## src/rtl/cyl_head_pkg.sv

```systemverilog
package cyl_head_pkg;
  localparam int UNITS_W = 4;
  localparam logic [UNITS_W-1:0] UNITS_MAX = 4'd9;

  typedef enum logic [1:0] {
    ST_IDLE,
    ST_SELECT,
    ST_VERIFY,
    ST_XFER
  } seq_state_e;
endpackage

```

## src/rtl/head_start_decode.sv

```systemverilog
module head_start_decode
  import cyl_head_pkg::*;
#(
  parameter int TENS_W  = 2,
  parameter int START_W = 6
) (
  input  logic [START_W-1:0] start_head_i,
  output logic [UNITS_W-1:0] units_o,
  output logic [TENS_W-1:0]  tens_o,
  output logic               valid_o
);
  localparam int NUM_HEADS = 10 * (2 ** TENS_W);

  logic [START_W-1:0] quot, rem;

  always_comb begin
    quot    = start_head_i / START_W'(10);
    rem     = start_head_i % START_W'(10);
    valid_o = (32'(start_head_i) < NUM_HEADS);
    units_o = rem[UNITS_W-1:0];
    tens_o  = quot[TENS_W-1:0];
  end
endmodule

```

## src/rtl/head_counter.sv

```systemverilog
module head_counter
  import cyl_head_pkg::*;
#(
  parameter int TENS_W = 2
) (
  input  logic               clk_i,
  input  logic               rst_ni,
  input  logic               load_i,
  input  logic [UNITS_W-1:0] load_units_i,
  input  logic [TENS_W-1:0]  load_tens_i,
  input  logic               inc_i,
  output logic [UNITS_W-1:0] units_o,
  output logic [TENS_W-1:0]  tens_o,
  output logic               last_o
);
  logic units_carry;

  assign units_carry = (units_o == UNITS_MAX);
  // carry out of the top tens stage would overflow: this is the last head
  assign last_o = units_carry && (&tens_o);

  // BCD units digit
  always_ff @(posedge clk_i or negedge rst_ni) begin
    if (!rst_ni)      units_o <= '0;
    else if (load_i)  units_o <= load_units_i;
    else if (inc_i)   units_o <= units_carry ? '0 : units_o + 1'b1;
  end

  // binary tens digit, preset on load
  always_ff @(posedge clk_i or negedge rst_ni) begin
    if (!rst_ni)                     tens_o <= '0;
    else if (load_i)                 tens_o <= load_tens_i;
    else if (inc_i && units_carry)   tens_o <= tens_o + 1'b1;
  end
endmodule

```

## src/rtl/head_op_sequencer.sv

```systemverilog
module head_op_sequencer
  import cyl_head_pkg::*;
(
  input  logic clk_i,
  input  logic rst_ni,
  input  logic start_i,
  input  logic start_valid_i,
  input  logic unit_sel_i,
  input  logic squelch_i,
  input  logic verify_done_i,
  input  logic verify_ok_i,
  input  logic eot_i,
  input  logic sys_stop_i,
  input  logic area_end_i,
  input  logic last_head_i,
  output logic load_o,
  output logic inc_o,
  output logic head_sel_o,
  output logic normal_end_o,
  output logic unusual_end_o,
  output logic compare_true_o
);
  seq_state_e state_q, state_d;
  logic stop_q, stop_d;
  logic cmp_d;
  logic sel_d, nend_d, uend_d;
  logic stop_seen;

  assign stop_seen = stop_q || sys_stop_i;

  always_comb begin
    state_d = state_q;
    stop_d  = stop_q;
    cmp_d   = compare_true_o;
    sel_d   = 1'b0;
    nend_d  = 1'b0;
    uend_d  = 1'b0;
    load_o  = 1'b0;
    inc_o   = 1'b0;
    if (state_q != ST_IDLE && sys_stop_i) stop_d = 1'b1;
    unique case (state_q)
      ST_IDLE: begin
        if (start_i) begin
          if (start_valid_i) begin
            load_o  = 1'b1;
            stop_d  = 1'b0;
            cmp_d   = 1'b0;
            state_d = ST_SELECT;
          end else begin
            uend_d = 1'b1;
          end
        end
      end
      ST_SELECT: begin
        if (unit_sel_i && squelch_i) begin
          sel_d   = 1'b1;
          // compare-true blocks any further verify cycle
          state_d = compare_true_o ? ST_XFER : ST_VERIFY;
        end
      end
      ST_VERIFY: begin
        if (verify_done_i) begin
          if (verify_ok_i) begin
            cmp_d   = 1'b1;
            state_d = ST_XFER;
          end else begin
            uend_d  = 1'b1;
            stop_d  = 1'b0;
            state_d = ST_IDLE;
          end
        end
      end
      ST_XFER: begin
        if (stop_seen && area_end_i) begin
          nend_d  = 1'b1;
          cmp_d   = 1'b0;
          stop_d  = 1'b0;
          state_d = ST_IDLE;
        end else if (eot_i) begin
          if (last_head_i) begin
            nend_d  = 1'b1;
            cmp_d   = 1'b0;
            stop_d  = 1'b0;
            state_d = ST_IDLE;
          end else begin
            inc_o   = 1'b1;
            state_d = ST_SELECT;
          end
        end
      end
      default: state_d = ST_IDLE;
    endcase
  end

  always_ff @(posedge clk_i or negedge rst_ni) begin
    if (!rst_ni) begin
      state_q        <= ST_IDLE;
      stop_q         <= 1'b0;
      compare_true_o <= 1'b0;
      head_sel_o     <= 1'b0;
      normal_end_o   <= 1'b0;
      unusual_end_o  <= 1'b0;
    end else begin
      state_q        <= state_d;
      stop_q         <= stop_d;
      compare_true_o <= cmp_d;
      head_sel_o     <= sel_d;
      normal_end_o   <= nend_d;
      unusual_end_o  <= uend_d;
    end
  end
endmodule

```

## src/rtl/cyl_head_stepper.sv

```systemverilog
module cyl_head_stepper
  import cyl_head_pkg::*;
#(
  parameter int  TENS_W    = 2,
  localparam int NUM_HEADS = 10 * (2 ** TENS_W),
  localparam int START_W   = $clog2(NUM_HEADS),
  localparam int HEAD_W    = TENS_W + UNITS_W
) (
  input  logic               clk_i,
  input  logic               rst_ni,
  input  logic               start_i,
  input  logic [START_W-1:0] start_head_i,
  input  logic               unit_sel_i,
  input  logic               squelch_i,
  input  logic               verify_done_i,
  input  logic               verify_ok_i,
  input  logic               eot_i,
  input  logic               sys_stop_i,
  input  logic               area_end_i,
  output logic [HEAD_W-1:0]  head_o,
  output logic               head_sel_o,
  output logic               normal_end_o,
  output logic               unusual_end_o,
  output logic               compare_true_o
);
  logic [UNITS_W-1:0] ld_units, cnt_units;
  logic [TENS_W-1:0]  ld_tens, cnt_tens;
  logic               start_valid, load, inc, last_head;

  head_start_decode #(.TENS_W(TENS_W), .START_W(START_W)) i_decode (
    .start_head_i (start_head_i),
    .units_o      (ld_units),
    .tens_o       (ld_tens),
    .valid_o      (start_valid)
  );

  head_counter #(.TENS_W(TENS_W)) i_counter (
    .clk_i        (clk_i),
    .rst_ni       (rst_ni),
    .load_i       (load),
    .load_units_i (ld_units),
    .load_tens_i  (ld_tens),
    .inc_i        (inc),
    .units_o      (cnt_units),
    .tens_o       (cnt_tens),
    .last_o       (last_head)
  );

  head_op_sequencer i_seq (
    .clk_i          (clk_i),
    .rst_ni         (rst_ni),
    .start_i        (start_i),
    .start_valid_i  (start_valid),
    .unit_sel_i     (unit_sel_i),
    .squelch_i      (squelch_i),
    .verify_done_i  (verify_done_i),
    .verify_ok_i    (verify_ok_i),
    .eot_i          (eot_i),
    .sys_stop_i     (sys_stop_i),
    .area_end_i     (area_end_i),
    .last_head_i    (last_head),
    .load_o         (load),
    .inc_o          (inc),
    .head_sel_o     (head_sel_o),
    .normal_end_o   (normal_end_o),
    .unusual_end_o  (unusual_end_o),
    .compare_true_o (compare_true_o)
  );

  assign head_o = {cnt_tens, cnt_units};
endmodule

```

## config.mk

```make
export PLATFORM = sky130hd
export DESIGN_NAME = cyl_head_stepper
export DESIGN_NICKNAME = d
export VERILOG_FILES = /design/src/rtl/cyl_head_pkg.sv /design/src/rtl/head_start_decode.sv /design/src/rtl/head_counter.sv /design/src/rtl/head_op_sequencer.sv /design/src/rtl/cyl_head_stepper.sv
export SDC_FILE = /design/constraint.sdc
export NUM_CORES = 1
export LEC_CHECK = 0
export ABC_CLOCK_PERIOD_IN_PS = 3950
export BUFFER_PORTS_ARGS = -buffer_cell sky130_fd_sc_hd__buf_2
export CORE_UTILIZATION = 40
export CTS_CLUSTER_SIZE = 8
export DETAILED_ROUTE_END_ITERATION = 16
export REMOVE_ABC_BUFFERS = 1
export SETUP_SLACK_MARGIN = 0.4
export SYNTH_ARGS = -nofsm -noshare
export SYNTH_HDL_FRONTEND = slang
export SYNTH_SLANG_ARGS = --single-unit
export TNS_END_PERCENT = 1
```

## constraint.sdc

```tcl
create_clock -name clk_i -period 3.95 [get_ports clk_i]
set_input_delay 0.395 -clock clk_i [delete_from_list [all_inputs] [get_ports clk_i]]
set_output_delay 0.395 -clock clk_i [all_outputs]
set_load 0.05 [all_outputs]
```

# Word level (Yosys, flattened, before mapping)
# Index checks and enable logic that the tools add are counted.
# totals
reg_bits,13
word_cells,88
output_inout_bits,10
# classes
reduce_logical,14
eq_ne,11
mux,50
div,2
n_lt_le_gt_ge,1
addsub,2
# op_table
operator,n
1-bit 2-to-1 mux,34
2-bit 2-to-1 mux,9
4-bit 2-to-1 mux,3
"2-bit != test, second input constant",4
2-bit case mux with 4 select lines,1
7-bit AND reduction,1
"6-bit by 4-bit divider with 6-bit output, second input constant",1
"6-bit < comparator, second input constant",1
"6-bit by 4-bit modulo with 6-bit output, second input constant",1
"3-bit by 2-bit != test with 1-bit output, second input constant",2
1-bit case mux with 3 select lines,2
2-bit nonzero test,3
1-bit logical AND,5
5-bit AND reduction,1
"4-bit by 1-bit adder with 4-bit output, second input constant",1
"2-bit equality test, second input constant",2
"4-bit equality test, second input constant",1
3-bit nonzero test,1
"2-bit by 1-bit adder with 2-bit output, second input constant",1
"2-bit by 1-bit equality test with 1-bit output, second input constant",1
2-bit logical NOT,1
"2-bit by 1-bit != test with 1-bit output, second input constant",1
1-bit case mux with 2 select lines,1
2-bit AND reduction,1
1-bit logical OR,1

# Depth between registers and ports, before layout
# Gate-level depths: netlist (run 1).
# depth
word_depth,9
mapped_depth,9
ltp_nobuf,8

# Modules after synthesis
# From an unflattened synthesis (run 1), not the netlist that was laid out.
# hier_totals
hier_cells,140
area_unflattened_um2,1141.1
# by_module_without_submodules
module,cells_each,area_per_inst_um2,n_inst
head_op_sequencer,46,407.9,1
head_counter,39,374.1,1
head_start_decode,55,359.1,1

# Worst setup path before layout (run 1)
# OpenSTA, ideal clock, no wires.
# synth_path
kind,register -> register
startpoint,register i_counter.units_o[3]
endpoint,register i_counter.tens_o[1]
slack_ns,2.090
t_required_ns,3.819
arrival_time_ns,1.729
path_stages_with_launch,5
setup_ns,0.131
path_buffers,0
period_less_slack_ns,1.860
path_cell_list,dfrtp_1 > nor3b_1 > nor4b_1 > mux2i_1 > a22oi_1
# synth_between
elab_chain_len,8
# synth_lines
element,line,source
start: declaration,head_counter.sv:12,"output logic [UNITS_W-1:0] units_o,"
start signal: assignment,head_counter.sv:25,else if (load_i) units_o <= load_units_i;
start signal: assignment,head_counter.sv:26,else if (inc_i) units_o <= units_carry ? '0 : units_o + 1'b1;
4-bit equality test *,head_counter.sv:18,assign units_carry = (units_o == UNITS_MAX);
1-bit logical AND,head_counter.sv:20,assign last_o = units_carry && (&tens_o);
1-bit 2-to-1 mux,head_op_sequencer.sv:80,if (last_head_i) begin
1-bit 2-to-1 mux,head_op_sequencer.sv:79,end else if (eot_i) begin
1-bit 2-to-1 mux,head_op_sequencer.sv:74,if (stop_seen && area_end_i) begin
1-bit 2-to-1 mux,head_op_sequencer.sv:41,unique case (state_q)
1-bit logical AND *,head_counter.sv:33,else if (inc_i && units_carry) tens_o <= tens_o + 1'b1;
2-bit nonzero test (no line) *,--,
end signal: assignment,head_counter.sv:32,else if (load_i) tens_o <= load_tens_i;
end signal: assignment,head_counter.sv:33,
end: declaration,head_counter.sv:13,"output logic [TENS_W-1:0] tens_o,"
# Every way passes the cells marked *; elsewhere a longest branch is shown, timed or not.
# A chain may end at the register's enable or synchronous reset.

# Worst setup path after layout (run 1)
# layout_path
startpoint,register i_seq.state_q[1]
endpoint,register i_counter.units_o[1]
# layout_between
elab_chain_len,3
# layout_lines
element,line,source
start: declaration,head_op_sequencer.sv:23,"seq_state_e state_q, state_d;"
start signal: assignment,head_op_sequencer.sv:104,state_q <= state_d;
2-bit equality test or 2-bit logical NOT (tied branches),head_op_sequencer.sv:41,
1-bit 2-to-1 mux,head_op_sequencer.sv:41,
2-bit nonzero test (no line) or 4-bit 2-to-1 mux (tied branches),--,
# Parallel ways exist; a longest one is shown, timed or not.

==> impl_metrics.ini, run 1 <==
[floorplan]
coreArea_sq_um = 2280
die_width_um = 51.9
rows = 17
pin_count = 26
start_util = 0.437
die_h_um = 51.9
die_area_sq_um = 2690

[cts]
insertion_delay_ps = 280
clock-sinks = 13
root_buffer = clkbuf_4
cts.clk_slew.worst_paths_ps = 90
clock_path_buffers = 2
cts-buffers-inserted = 3
cts_tree = yes
cts.htree.levels = 1
post_cts_buffers = 0

[pwr]
power_w = 0.000739
clock_power_share = 0.112
leakage_nw = 0.511
power.switching_w = 0.000391
p_seq_frac = 0.369
comb_power_share = 0.519
intPower_w = 0.000348
power.density_nw_per_um2 = 636
ir_drop_mv = 0.328
power.share.switching = 0.529

[synthesis]
synthSimpleGateAreaFrac = 0.279
synthMostInstantiatedCell = dfrtp_1
synth_area_leaders = dfrtp_1 (33%), o21ai_0 (6.0%), nand2_1 (2.6%), nor2_1 (2.6%), ha_1 (2.5%)
synth-edff-count = 0
synth_common_cells = dfrtp_1 (13), o21ai_0 (12), nand2_1 (7), nor2_1 (7), inv_1 (6)
synth-seq-cells = 13
synth-warning-count = 0
synth_top_area_cell = dfrtp_1
syn_inst = 119
ys_seq_area_frac = 0.327
synth_xor_area_frac = 0.0264
yosys.area.top_type_share = 0.327
synthAdderAreaFrac = 0.0252
synthFlopType = dfrtp_1
synthArstFlopShare = 1.00
synth-compound-area-share = 0.269
postSynthAreaPerCell_sq_um = 8.36
synth_top_family_by_area = simple AND/OR/NAND/NOR gates
syn_area_sq_um = 995
synthMuxAreaShare = 0.0201
ys_types = 48

[worst_setup_path]
start_kind = register
crit_type = register to register
cp_max_fo = 14
slowest_stage = nor3_1
crit_path_max_incr_delay_ps = 770
cp.required_ps = 4110
cp_top_family = simple AND/OR/NAND/NOR gates
cp_cell_sequence = nand2b_1 > nor3_1 > o211ai_1 > and3b_1
worst-path-buf-inv = 0
endpoint_kind = register
arrival_ps = 2200

[cells_and_area]
final_core_util = 0.511
multiInputGateArea_sq_um = 617
drive_gt1_frac = 0.204
stdcell_area_sq_um = 1160
fill_cells = 228
regArea_sq_um = 325
final_net_count = 161
area_growth_syn_to_layout_pct = 16.9
antenna_cells = 0

[grt]
antenna_found_initial = 0
grt_pass1_wl_mm = 3.97
overflow = 0
grtUsageTotal = 0.201
grt_pass1_vias = 879
grt_max_degree = 15

[timing]
rsz0062_at_grt = false
setup_viol = 0
fmax_mhz = 491
relSlewSlack = 0.334
tns_ps = 0
fin_worst_skew_ps = 9.40
drv_slew = 0
fin_crit_sh = 0.516
hold_viol_final = 0
worst_pin_slew_ps = 991
min_period_ps = 2040

[routing]
route.vias.total = 977
avgRoutedWirePerCell_um = 13.1
remaining_drc_errors = 0
antenna_left = 0
dr.pass1.iters = 4
post_drt_via_cell_ratio = 5.75
dr.first_iter.drc_count = 14
wl_mm = 2.22

[job]
drv_cap = 0

[placed_design]
place_congestion = 0.776
portBuffers = 25
postPlaceCellArea_sq_um = 1120
post-dp-hpwl_mm = 1.73

[hold_path]
hold_class = input port to register

[status]
status = complete, no violations
==> per-layer routing <==
metal | part of all wire | GRT usage | wire [um] | up-vias
met1 | 0.48 | 0.271 | 1070 | 445
met2 | 0.45 | 0.314 | 1000 | 28
li1 | - | - | - | 500
met4 | 0.018 | 0.0946 | 40 | 0
met3 | 0.049 | 0.0263 | 108 | 4
met5 | 0 | 0 | 0 | -
==> sequential cells by signal (all words and copies together), names as in the netlist <==
| register | count |
|---|---|
| i_seq.head_sel_o | 1 |
| i_seq.stop_q | 1 |
| i_seq.state_q | 2 |
| i_seq.unusual_end_o | 1 |
| i_seq.normal_end_o | 1 |
| i_counter.tens_o | 2 |
| i_counter.units_o | 4 |
| i_seq.compare_true_o | 1 |
==> per-stage QoR <==
stage	std cells	setup WS, ps	hold slack (ps)
after global routing	170	1680	365
after CTS	170	1900	344
after detailed placement	165	1880	303
after global placement	165	1920	302
final	170	1910	348
after floorplan	112	2090	99.4
==> kinds of logic after synthesis <==
family                   count (synthesis)
flip-flops                              13
multiplexers                             2
buffers and inverters                   13
AO/OA/AOI/OAI                           40
AND/OR/NAND/NOR                         46
adder cells (fa/ha/maj)                  2
XOR/XNOR                                 3
==> layout by cell type (no fill, tap or decap), drive strengths merged, types with 2 or more instances in the layout <==
cell type and count:
a211oi 3, a21oi 3, and4 2, buf 25, clkbuf 3, dfrtp 13
ha 2, inv 6, mux2i 2, nand2 7, nand2b 4, nand3 2
nand3b 3, nand4 2, nor2 7, nor3 5, nor3b 3, o211ai 3
o21a 3, o21ai 14, or3b 2, xor2 2
==> worst min-delay path, stage by stage <==
cell     delay [ps]
buf_2            70
nand2_1          40
o21ai_1          70
==> power groups by stage <==
| stage | sequential, W | combinational (W) | clock (W) |
|---|---|---|---|
| 2_1_floorplan | 0.000397 | 0.000153 | 0 |
| 3_3_place_gp | 0.000274 | 0.000383 | 0 |
| 3_5_place_dp | 0.000274 | 0.000384 | 0 |
| 4_1_cts | 0.000271 | 0.000387 | 0.0000856 |
| 5_1_grt | 0.000287 | 0.000420 | 0.0000913 |
| 6_report | 0.000273 | 0.000384 | 0.0000825 |
==> what timing repair did <==
| action | 4_1_cts | 5_1_grt |
|---|---|---|
| hold buffers | 1 | 0 |
| endpoints found under the setup margin | 0 | 0 |
| resized for setup | 0 | 0 |
| endpoints found under the hold margin | 8 | 0 |
==> final timing paths <==
check	to	slack, ps	cells past startpoint	start
max in group asynchronous	i_counter.units_o[0]$_DFFE_PN0P_	3170	2	rst_ni
min	i_counter.units_o[0]$_DFFE_PN0P_	350	3	start_head_i[0]
min reg2reg	i_seq.compare_true_o$_DFFE_PN0P_	620	2	i_seq.compare_true_o$_DFFE_PN0P_
max	i_counter.units_o[1]$_DFFE_PN0P_	1910	4	i_seq.state_q[1]$_DFFE_PN0P_
min in group asynchronous	i_seq.head_sel_o$_DFF_PN0_	530	2	rst_ni
max reg2reg	i_counter.units_o[1]$_DFFE_PN0P_	1910	4	i_seq.state_q[1]$_DFFE_PN0P_
==> final cells by class <==
type / instances / share of cell area
clock buffers: 3 / 0.0194
multi-input cells: 93 / 0.531
flip-flops and latches: 13 / 0.280
inverters: 6 / 0.0194
clock inverters: 1 / 0.00431
repair buffers: 26 / 0.116
well taps: 28 / 0.0301
(Power assumes the default switching activity.)
==> run 2: changes to the inputs <==
--- a/config.mk
+++ b/config.mk
@@ -5,7 +5,7 @@
 export SDC_FILE = /design/constraint.sdc
 export NUM_CORES = 1
 export LEC_CHECK = 0
-export ABC_CLOCK_PERIOD_IN_PS = 3950
+export ABC_CLOCK_PERIOD_IN_PS = 2000
 export BUFFER_PORTS_ARGS = -buffer_cell sky130_fd_sc_hd__buf_2
 export CORE_UTILIZATION = 40
 export CTS_CLUSTER_SIZE = 8
==> constraint.sdc (replaced) <==
create_clock -name clk_i -period 2 [get_ports clk_i]
set_input_delay 0.2 -clock clk_i [delete_from_list [all_inputs] [get_ports clk_i]]
set_output_delay 0.2 -clock clk_i [all_outputs]
set_load 0.05 [all_outputs]
==> run 2 against run 1 <==
Compared with the run above: final area rose by 6.6%; worst setup slack worse by 1600 ps; highest routed layer unchanged; largest cell class unchanged; sequential share of layout area shrank 1.6 points; global-route usage down 0.80 points; maximum frequency is 23% higher; non-clock buffer count increased by 6; die area unchanged; wire length up 5.4%; utilization grew 3.4 points; clock power rose by 100%.
==> impl_metrics.ini, run 2 (synthesis gave the netlist of run 1 again) <==
[status]
status = complete, no violations

[cts]
cts_tree = yes
root_buffer = clkbuf_4
insertion_delay_ps = 280
cts.clk_slew.worst_paths_ps = 100
cts-buffers-inserted = 3
cts.htree.levels = 1
clock-sinks = 13
clock_path_buffers = 2

[hold_path]
hold_class = input port to register
min-delay-start = start_head_i[0]
hold_path_depth = 3
hold_end = i_counter.units_o[0]$_DFFE_PN0P_

[cells_and_area]
final_net_count = 167
final_common_cell = buf_2
fill_cells = 213
top_regs = i_counter.units_o x4, i_counter.tens_o x2, i_seq.state_q x2
antenna_cells = 0
multiInputGateArea_sq_um = 647
regArea_sq_um = 327
layout_common_cells = buf_2 (25), o21ai_0 (12), dfrtp_1 (12)
regMostFlops = i_counter.units_o
stdcell_area_sq_um = 1240
drive_gt1_frac = 0.284
largest_register_ffs = 4
area_growth_syn_to_layout_pct = 24.5
fin_cells = 176

[placed_design]
post-dp-hpwl_mm = 1.81
dp_slack_ps = 198
postPlaceCellArea_sq_um = 1160
dp.cells = 170
portBuffers = 25
place_congestion = 0.840

[routing]
wl_mm = 2.34
dr.pass1.iters = 4
avgRoutedWirePerCell_um = 13.3
dr.first_iter.drc_count = 29
route.vias.total = 991
remaining_drc_errors = 0
post_drt_via_cell_ratio = 5.63
antenna_left = 0

[worst_setup_path]
arrival_ps = 1820
slowest_stage = or4_1
cp_cell_sequence = nand2b_4 > or3_4 > or4_1 > and3b_1
crit_path_max_incr_delay_ps = 500
endpoint_kind = register
reg2reg_depth = 4
rr_endpoint = i_counter.units_o[1]$_DFFE_PN0P_
crit_type = register to register
worst-path-buf-inv = 0
r2r_slack_ps = 340
cp.required_ps = 2160
rr_startpoint = i_seq.state_q[1]$_DFFE_PN0P_
cp_max_fo = 4
cp_top_family = simple AND/OR/NAND/NOR gates
start_kind = register

[pwr]
leakage_nw = 0.543
power.density_nw_per_um2 = 1260
ir_drop_mv = 0.593

[timing]
worst_pin_slew_ps = 464
fin_crit_sh = 0.831
hold_viol_final = 0
tns_ps = 0
drv_slew = 0
relSlewSlack = 0.688
fin_worst_skew_ps = 14.2
fmax_mhz = 602
setup_viol = 0
rsz0062_at_grt = true
min_period_ps = 1660
finalWorstSetupSlack_ps = 338

[floorplan]
die_width_um = 51.9
start_util = 0.437
rows = 17
die_area_sq_um = 2690
pin_count = 26
die_h_um = 51.9
coreArea_sq_um = 2280

[grt]
grtUsageTotal = 0.193
grt_max_degree = 14
grt_pass1_vias = 871
antenna_found_initial = 0
overflow = 0
grt_pass1_wl_mm = 3.81

[job]
drv_cap = 0
run 2: cell type report:
| class | count | area share |
|---|---|---|
| Clock inverter | 1 | 0.00404 |
| Tap cell | 28 | 0.0283 |
| Inverter | 6 | 0.0182 |
| Sequential cell | 13 | 0.264 |
| Clock buffer | 3 | 0.0182 |
| Multi-Input combinational cell | 93 | 0.522 |
| Timing Repair Buffer | 32 | 0.145 |
run 2: worst max path at each step:
| stage | cells after the start | slack (ps) | endpoint | start |
|---|---|---|---|---|
| 2_1_floorplan | 4 | 140 | i_counter.tens_o[1]$_DFFE_PN0P_ | i_counter.units_o[3]$_DFFE_PN0P_ |
| 3_3_place_gp | 5 | 250 | i_counter.units_o[1]$_DFFE_PN0P_ | start_head_i[4] |
| 3_5_place_dp | 9 | 200 | i_counter.units_o[3]$_DFFE_PN0P_ | start_head_i[3] |
| 4_1_cts | 4 | 330 | i_counter.units_o[1]$_DFFE_PN0P_ | i_seq.state_q[1]$_DFFE_PN0P_ |
| 5_1_grt | 4 | 300 | i_counter.units_o[1]$_DFFE_PN0P_ | i_seq.state_q[1]$_DFFE_PN0P_ |
| 6_report | 4 | 340 | i_counter.units_o[1]$_DFFE_PN0P_ | i_seq.state_q[1]$_DFFE_PN0P_ |
run 2: worst reg2reg max path: stages, from the launching register on:
cell and delay (ps):
dfrtp_1 390, nand2b_4 150, or3_4 330, or4_1 500, and3b_1 180
run 2: where the power goes:
part	total (W)	switching, W	internal, W
Clock	0.000169	0.0000945	0.0000741
Combinational	0.000901	0.000593	0.000308
Sequential	0.000487	0.000113	0.000374
run 2: what timing repair did:
item	CTS	global route
hold buffers	1	0
setup buffers	1	0
resized for setup	2	5
endpoints found under the setup margin	3	5
hold endpoints to repair	13	0
pin swaps	0	1
run 2: through the flow:
step                 util  hold slack (ps)  total power [W]
floorplan               -            -95.6          0.00109
global placement    0.511              107          0.00134
detailed placement  0.511              108          0.00135
CTS                 0.534              136          0.00154
global route        0.544              134          0.00168
finish              0.544              138          0.00156
run 2: routing by layer:
metal  vias up  wire length [um]  GRT usage
met3         2                56     0.0263
met2        17              1100      0.318
li1        511                 -          -
met1       461              1150      0.249
met5         -                 0          0
met4         0                27     0.0811
